<file path="src/rtl/rn_pkg.sv">
package rn_pkg;

  // Strobes sent from control to datapath for one cycle
  typedef struct packed {
    logic mapWrite;   // update the requesting thread's map entry
    logic popFree;    // consume the head of the free pool
    logic pushFree;   // append the retired tag at the tail
  } rnStrobesT;

endpackage

</file>
<file path="src/rtl/rn_map_bank.sv">
// One thread's architectural-to-physical map table.
module rn_map_bank #(
  parameter int ARCH_REGS = 8,
  parameter int TAG_W     = 8,
  parameter int BASE_TAG  = 0,
  localparam int IDX_W    = $clog2(ARCH_REGS)
) (
  input  logic             clk,
  input  logic             rstN,
  input  logic             wrEn,
  input  logic [IDX_W-1:0] wrIdx,
  input  logic [TAG_W-1:0] wrTag,
  input  logic [IDX_W-1:0] rdIdxA,
  input  logic [IDX_W-1:0] rdIdxB,
  input  logic [IDX_W-1:0] rdIdxD,
  output logic [TAG_W-1:0] rdTagA,
  output logic [TAG_W-1:0] rdTagB,
  output logic [TAG_W-1:0] rdTagD
);

  logic [TAG_W-1:0] mapTbl [ARCH_REGS];

  always_ff @(posedge clk) begin
    if (!rstN) begin
      for (int r = 0; r < ARCH_REGS; r++) begin
        mapTbl[r] <= TAG_W'(BASE_TAG + r);
      end
    end else if (wrEn) begin
      mapTbl[wrIdx] <= wrTag;
    end
  end

  // Reads see the table before this cycle's write (old mapping)
  assign rdTagA = mapTbl[rdIdxA];
  assign rdTagB = mapTbl[rdIdxB];
  assign rdTagD = mapTbl[rdIdxD];

endmodule

</file>
<file path="src/rtl/rn_ctrl.sv">
// Handshake, stall and free-pool pointer bookkeeping.
module rn_ctrl
  import rn_pkg::*;
#(
  parameter int NUM_THREADS = 4,
  parameter int ARCH_REGS   = 8,
  parameter int PHYS_REGS   = 256,
  localparam int PTR_W      = $clog2(PHYS_REGS),
  localparam int CNT_W      = $clog2(PHYS_REGS + 1),
  localparam int INIT_FREE  = PHYS_REGS - NUM_THREADS * ARCH_REGS
) (
  input  logic             clk,
  input  logic             rstN,
  input  logic             reqValid,
  input  logic             reqDestValid,
  input  logic             retValid,
  output logic             reqReady,
  output logic             stall,
  output rnStrobesT        strobes,
  output logic [PTR_W-1:0] headPtr,
  output logic [PTR_W-1:0] tailPtr
);

  logic [CNT_W-1:0] freeCnt;
  logic             poolEmpty;
  logic             doAlloc;

  function automatic logic [PTR_W-1:0] nextPtr(input logic [PTR_W-1:0] p);
    return (32'(p) == PHYS_REGS - 1) ? '0 : p + 1'b1;
  endfunction

  assign poolEmpty = (freeCnt == '0);
  assign stall     = poolEmpty;
  assign reqReady  = rstN && !(reqDestValid && poolEmpty);
  assign doAlloc   = reqValid && reqReady && reqDestValid;

  always_comb begin
    strobes          = '0;
    strobes.mapWrite = doAlloc;
    strobes.popFree  = doAlloc;
    strobes.pushFree = retValid && rstN;
  end

  always_ff @(posedge clk) begin
    if (!rstN) begin
      freeCnt <= CNT_W'(INIT_FREE);
      headPtr <= '0;
      tailPtr <= PTR_W'(INIT_FREE % PHYS_REGS);
    end else begin
      if (strobes.popFree)  headPtr <= nextPtr(headPtr);
      if (strobes.pushFree) tailPtr <= nextPtr(tailPtr);
      case ({strobes.popFree, strobes.pushFree})
        2'b10:   freeCnt <= freeCnt - 1'b1;
        2'b01:   freeCnt <= freeCnt + 1'b1;
        default: freeCnt <= freeCnt;
      endcase
    end
  end

endmodule

</file>
<file path="src/rtl/rn_datapath.sv">
// Per-thread map banks plus the shared free-tag FIFO storage.
module rn_datapath
  import rn_pkg::*;
#(
  parameter int NUM_THREADS = 4,
  parameter int ARCH_REGS   = 8,
  parameter int PHYS_REGS   = 256,
  localparam int TAG_W      = $clog2(PHYS_REGS),
  localparam int PTR_W      = $clog2(PHYS_REGS),
  localparam int IDX_W      = $clog2(ARCH_REGS),
  localparam int THR_W      = $clog2(NUM_THREADS),
  localparam int MAPPED     = NUM_THREADS * ARCH_REGS
) (
  input  logic             clk,
  input  logic             rstN,
  input  rnStrobesT        strobes,
  input  logic [PTR_W-1:0] headPtr,
  input  logic [PTR_W-1:0] tailPtr,
  input  logic [THR_W-1:0] reqThread,
  input  logic [IDX_W-1:0] reqSrcA,
  input  logic [IDX_W-1:0] reqSrcB,
  input  logic [IDX_W-1:0] reqDest,
  input  logic [TAG_W-1:0] retTag,
  output logic [TAG_W-1:0] srcTagA,
  output logic [TAG_W-1:0] srcTagB,
  output logic [TAG_W-1:0] newTag,
  output logic [TAG_W-1:0] prevTag
);

  logic [TAG_W-1:0] freeMem [PHYS_REGS];
  logic [TAG_W-1:0] bankA [NUM_THREADS];
  logic [TAG_W-1:0] bankB [NUM_THREADS];
  logic [TAG_W-1:0] bankD [NUM_THREADS];

  assign newTag = freeMem[headPtr];

  // Shared free pool: reset content is every tag not in an initial map
  always_ff @(posedge clk) begin
    if (!rstN) begin
      for (int i = 0; i < PHYS_REGS; i++) begin
        freeMem[i] <= (i < PHYS_REGS - MAPPED) ? TAG_W'(i + MAPPED) : '0;
      end
    end else if (strobes.pushFree) begin
      freeMem[tailPtr] <= retTag;
    end
  end

  for (genvar t = 0; t < NUM_THREADS; t++) begin : gThread
    logic selThis;
    assign selThis = strobes.mapWrite && (32'(reqThread) == t);

    rn_map_bank #(
      .ARCH_REGS(ARCH_REGS),
      .TAG_W    (TAG_W),
      .BASE_TAG (t * ARCH_REGS)
    ) uBank (
      .clk   (clk),
      .rstN  (rstN),
      .wrEn  (selThis),
      .wrIdx (reqDest),
      .wrTag (newTag),
      .rdIdxA(reqSrcA),
      .rdIdxB(reqSrcB),
      .rdIdxD(reqDest),
      .rdTagA(bankA[t]),
      .rdTagB(bankB[t]),
      .rdTagD(bankD[t])
    );
  end

  assign srcTagA = bankA[reqThread];
  assign srcTagB = bankB[reqThread];
  assign prevTag = bankD[reqThread];

endmodule

</file>
<file path="src/rtl/rn_renamer.sv">
// Top: rename stage with per-thread maps and one shared tag pool.
module rn_renamer
  import rn_pkg::*;
#(
  parameter int NUM_THREADS = 4,
  parameter int ARCH_REGS   = 8,
  parameter int PHYS_REGS   = 256,
  localparam int TAG_W      = $clog2(PHYS_REGS),
  localparam int PTR_W      = $clog2(PHYS_REGS),
  localparam int IDX_W      = $clog2(ARCH_REGS),
  localparam int THR_W      = $clog2(NUM_THREADS)
) (
  input  logic             clk,
  input  logic             rstN,
  input  logic             reqValid,
  output logic             reqReady,
  input  logic [THR_W-1:0] reqThread,
  input  logic [IDX_W-1:0] reqSrcA,
  input  logic [IDX_W-1:0] reqSrcB,
  input  logic [IDX_W-1:0] reqDest,
  input  logic             reqDestValid,
  output logic [TAG_W-1:0] srcTagA,
  output logic [TAG_W-1:0] srcTagB,
  output logic [TAG_W-1:0] newTag,
  output logic [TAG_W-1:0] prevTag,
  input  logic             retValid,
  input  logic [TAG_W-1:0] retTag,
  output logic             stall
);

  rnStrobesT        strobes;
  logic [PTR_W-1:0] headPtr;
  logic [PTR_W-1:0] tailPtr;

  rn_ctrl #(
    .NUM_THREADS(NUM_THREADS),
    .ARCH_REGS  (ARCH_REGS),
    .PHYS_REGS  (PHYS_REGS)
  ) uCtrl (
    .clk         (clk),
    .rstN        (rstN),
    .reqValid    (reqValid),
    .reqDestValid(reqDestValid),
    .retValid    (retValid),
    .reqReady    (reqReady),
    .stall       (stall),
    .strobes     (strobes),
    .headPtr     (headPtr),
    .tailPtr     (tailPtr)
  );

  rn_datapath #(
    .NUM_THREADS(NUM_THREADS),
    .ARCH_REGS  (ARCH_REGS),
    .PHYS_REGS  (PHYS_REGS)
  ) uData (
    .clk      (clk),
    .rstN     (rstN),
    .strobes  (strobes),
    .headPtr  (headPtr),
    .tailPtr  (tailPtr),
    .reqThread(reqThread),
    .reqSrcA  (reqSrcA),
    .reqSrcB  (reqSrcB),
    .reqDest  (reqDest),
    .retTag   (retTag),
    .srcTagA  (srcTagA),
    .srcTagB  (srcTagB),
    .newTag   (newTag),
    .prevTag  (prevTag)
  );

endmodule

</file>
<file path="config.mk">
export PLATFORM = sky130hd
export DESIGN_NAME = rn_renamer
export DESIGN_NICKNAME = d
export VERILOG_FILES = /design/src/rtl/rn_pkg.sv /design/src/rtl/rn_map_bank.sv /design/src/rtl/rn_ctrl.sv /design/src/rtl/rn_datapath.sv /design/src/rtl/rn_renamer.sv
export SDC_FILE = /design/constraint.sdc
export NUM_CORES = 2
export LEC_CHECK = 0
export ABC_AREA = 0
export BUFFER_PORTS_ARGS = -buffer_cell sky130_fd_sc_hd__buf_2
export CORE_UTILIZATION = 53
export DETAILED_ROUTE_END_ITERATION = 12
export PLACE_DENSITY = 0.68
export SLEW_MARGIN = 20
export SYNTH_ARGS = -nofsm -noshare
export SYNTH_HDL_FRONTEND = slang
export SYNTH_SLANG_ARGS = --single-unit
</file>
<file path="constraint.sdc">
create_clock -name clk -period 3.68 [get_ports clk]
set_input_delay 0.184 -clock clk [delete_from_list [all_inputs] [get_ports clk]]
set_output_delay 0.184 -clock clk [all_outputs]
set_load 0.02 [all_outputs]
</file>
==> impl_metrics.py <==
metrics = {
    "logic_synthesis": {
        "yosysTopAreaCell": "edfxtp_1",
        "ys_warn_count": 0,
        "synth_top_area_share_pct": 62.44,
        "synthFlopType": "edfxtp_1",
        "syn_inst": 7978,
        "synth-seq-cells": 2337,
        "synth-seq-area-share_pct": 63.03,
        "synth_area_mm2": 0.1108,
        "synth.net_count": 8017,
        "syn_avg_cell_area_um2": 13.89,
        "synth.area.top_cells": "edfxtp_1, mux4_2, nor3_1, clkbuf_1, nand2_1",
        "ys_types": 89,
        "synthArstFlopShare_pct": 0,
        "synth-edff-count": 2304,
    },
    "global_routing": {
        "grt_usage_pct": 37.11,
        "grt_max_degree": 124,
        "top_usage_layer": "met2",
        "antenna_found_initial": 30,
        "grt_pass1_vias": 75560,
        "met2_usage_pct": 54.80,
        "grt.met3_usage_pct": 10.09,
        "grt_pass1_wl_um": 557000,
        "gr-total-overflow": 0,
        "use_met1_pct": 49.29,
    },
    "clocking": {
        "clockRootBuffer": "clkbuf_16",
        "clockBufferDepth": 3,
        "cts_max_level": 4,
        "clock_sinks": 2337,
        "cts.reportedPaths.clkPinSlew_ns": 0.06,
        "cts-buffers-inserted": 236,
        "clock_latency_ns": 0.93,
        "cts_tree": "yes",
    },
    "floorplanning": {
        "die_height_um": 459.3,
        "core_area_mm2": 0.2075,
        "dieArea_mm2": 0.2109,
        "die_x_um": 459.3,
        "io_pins": 58,
        "initial_core_util_pct": 53.41,
        "num_rows": 167,
    },
    "sta": {
        "fin_tns_setup_ns": -8.510,
        "setup_viol": 80,
        "drv_slew": 0,
        "grt_setup_unrepaired": "yes",
        "fin_ws_ns": -0.6879,
        "period_needed_ns": 4.368,
        "skew_ns": 0.06384,
        "clock.fmax_ghz": 0.2289,
        "period_share_pct": 118.7,
        "tightest_slew_ns": 1.143,
        "hold_slack_ns": 0.08697,
        "slew_headroom_pct": 23.62,
        "hold_viol_final": 0,
    },
    "finish": {
        "final_cell_mix": "edfxtp_1, buf_4, nand2_1, nor3_1, mux4_2",
        "finalCoreUtilization_pct": 62.12,
        "layout.cells.non_filler": 11320,
        "multi_input_area_mm2": 0.03770,
        "syn2layout_area_growth_pct": 16.31,
        "fillCellCount": 15150,
        "fin_nets": 8364,
        "final_common_cell": "edfxtp_1",
        "drive_above_1_share_pct": 26.10,
        "regArea_mm2": 0.06987,
    },
    "detailed_routing": {
        "routedWlPerCell_um": 34.72,
        "first_iter_violations": 13820,
        "wl_um": 393100,
        "vias": 79260,
        "drc_errors": 0,
        "routed_via_density": 7.000,
        "drtAntennaViolNets": 0,
        "drtPass1Iterations": 9,
    },
    "worst_setup_path": {
        "timing.critical_path.to_type": "primary output",
        "critical_path.max_fanout": 26,
        "path_class": "register to primary output",
        "reg2reg_slack_ns": -0.13,
        "start_kind": "register",
        "rr_endpoint": "uData.gThread[0].uBank.mapTbl[2][1]",
        "crit_arrival_ns": 4.18,
        "crit_required_ns": 3.50,
        "worst-r2r-cell-count": 11,
    },
    "power": {
        "p_leak_nw": 40.27,
        "power_density_mw_per_mm2": 457.3,
        "switching_share_pct": 23.32,
        "power.switching_mw": 13.74,
        "vdd_drop_max_mv": 0.5372,
        "seqPwrFrac_pct": 51.0,
        "p_int_mw": 45.19,
        "power_frac_clock_pct": 41.6,
        "combPwrFrac_pct": 7.4,
    },
    "placement": {
        "post-dp-hpwl_um": 254600,
        "dpl.cell_count": 10780,
        "gp_congestion": 0.9906,
        "io_buffers": 57,
    },
    "hold_path": {
        "hp-start": "retTag[7]",
        "holdPathEnd": "uData.freeMem[233][7]",
        "hp-class": "input port to register",
        "hold_depth": 2,
    },
    "run": {
        "drv_cap": 0,
    },
    "outcome": {
        "failed_checks": "setup timing",
        "outcome": "finished with violations",
    },
}
-- repair_timing --
item / in CTS / in global routing
resized for setup: 177 / 95
gates cloned: 14 / 1
hold buffers: 15 / 0
pin swaps: 33 / 41
endpoints found under the setup margin: 200 / 177
endpoints found under the hold margin: 202 / 0
buffers inserted: 49 / 30
-- stage by stage --
step	total power, mW	instance area [um2]	setup WS [ns]
floorplan	32.75	110800	0.3768
global placement	34.48	118800	-0.4858
detailed placement	34.56	118800	-0.4898
CTS	58.78	128400	-0.6034
global route	60.04	128900	-0.7020
finish	58.93	128900	-0.6879
-- layer usage --
layer	up-vias	share of wire (%)
met2	6862	44
met5	-	0.066
met3	1270	14
li1	31510	-
met4	24	7.2
met1	39600	34
-- power by group through the flow --
stage	Combinational [mW]	Clock, mW	Sequential, mW
final	4.36	24.5	30.1
after floorplan	2.24	0	30.5
after detailed placement	3.93	0	30.6
after global placement	3.89	0	30.6
after CTS	4.21	24.5	30.1
after global routing	4.46	25.5	30.1
-- synth_stat cells (9+ instances only) --
cell	number
edfxtp_1	2304
clkbuf_1	722
nand2_1	710
nor3_1	688
mux4_2	593
nor2_1	484
or3_1	376
o21ai_0	274
and3_1	260
nand3_1	259
mux2i_1	195
and2_1	173
a22oi_1	143
buf_2	62
nand4_1	57
buf_4	47
o22ai_1	47
buf_1	39
buf_6	37
a21oi_1	36
dfxtp_1	33
nor2b_1	33
a22o_1	30
mux2_2	28
a221oi_1	26
mux4_1	24
o211ai_1	21
nand2b_1	19
inv_1	18
a211oi_1	15
a31oi_1	15
ha_1	14
or2_2	14
o221ai_1	12
buf_8	11
nor4_1	11
buf_12	10
xnor2_1	10
a2111oi_0	9
inv_2	9
-- cells by family (layout without fill, tap and decap cells) --
kind of cell             count (synthesis)  in the layout  synth area share [%]
AND/OR/NAND/NOR                       3135           3135                 14.06
other                                    0             10                     0
AO/OA/AOI/OAI                          674            674                 3.936
adder cells (fa/ha/maj)                 15             15                0.1761
buffers and inverters                  960           1507                 3.994
XOR/XNOR                                17             17                0.1344
multiplexers                           840            840                 14.67
flip-flops                            2337           2337                 63.03
-- critical path, cell delays in order (launching register included) --
cell	delay (ns)
dfxtp_4	0.38
buf_12	0.20
buf_16	0.22
buf_12	0.21
and4b_1	0.38
buf_4	0.31
a22oi_1	0.10
o211ai_1	0.11
nor2_1	0.09
buf_4	0.18
a22oi_2	0.27
nand4_1	0.32
buf_12	0.25
inv_4	0.05
buf_6	0.10
-- state kept, by name, indices dropped and copies added, names as in the netlist, named ones only --
| name | cells |
|---|---|
| uData.freeMem | 2048 |
| uCtrl.freeCnt | 9 |
| uCtrl.headPtr | 8 |
| uCtrl.tailPtr | 8 |
| uData.gThread.uBank.mapTbl | 256 |
-- cell type report --
class                   instances  area share [%]
multi-input cells            4681           29.25
repair buffers               1038           7.630
diodes                         10         0.01942
flip-flops and latches       2337           54.21
inverters                      31          0.1272
clock buffers                 293           4.852
well taps                    2788           2.707
clock inverters               145           1.206
-- how the worst max path moves through the flow --
stage | from | to | slack [ns]
finish | register | newTag[3] | -0.69
global route | register | newTag[3] | -0.70
CTS | register | newTag[3] | -0.60
detailed placement | register | uData.gThread[1].uBank.mapTbl[4][3] | -0.49
global placement | register | uData.gThread[1].uBank.mapTbl[2][3] | -0.49
floorplan | uCtrl.freeCnt[0] | uCtrl.freeCnt[8] | 0.38
No activity file was read; power rests on OpenSTA's default activity.
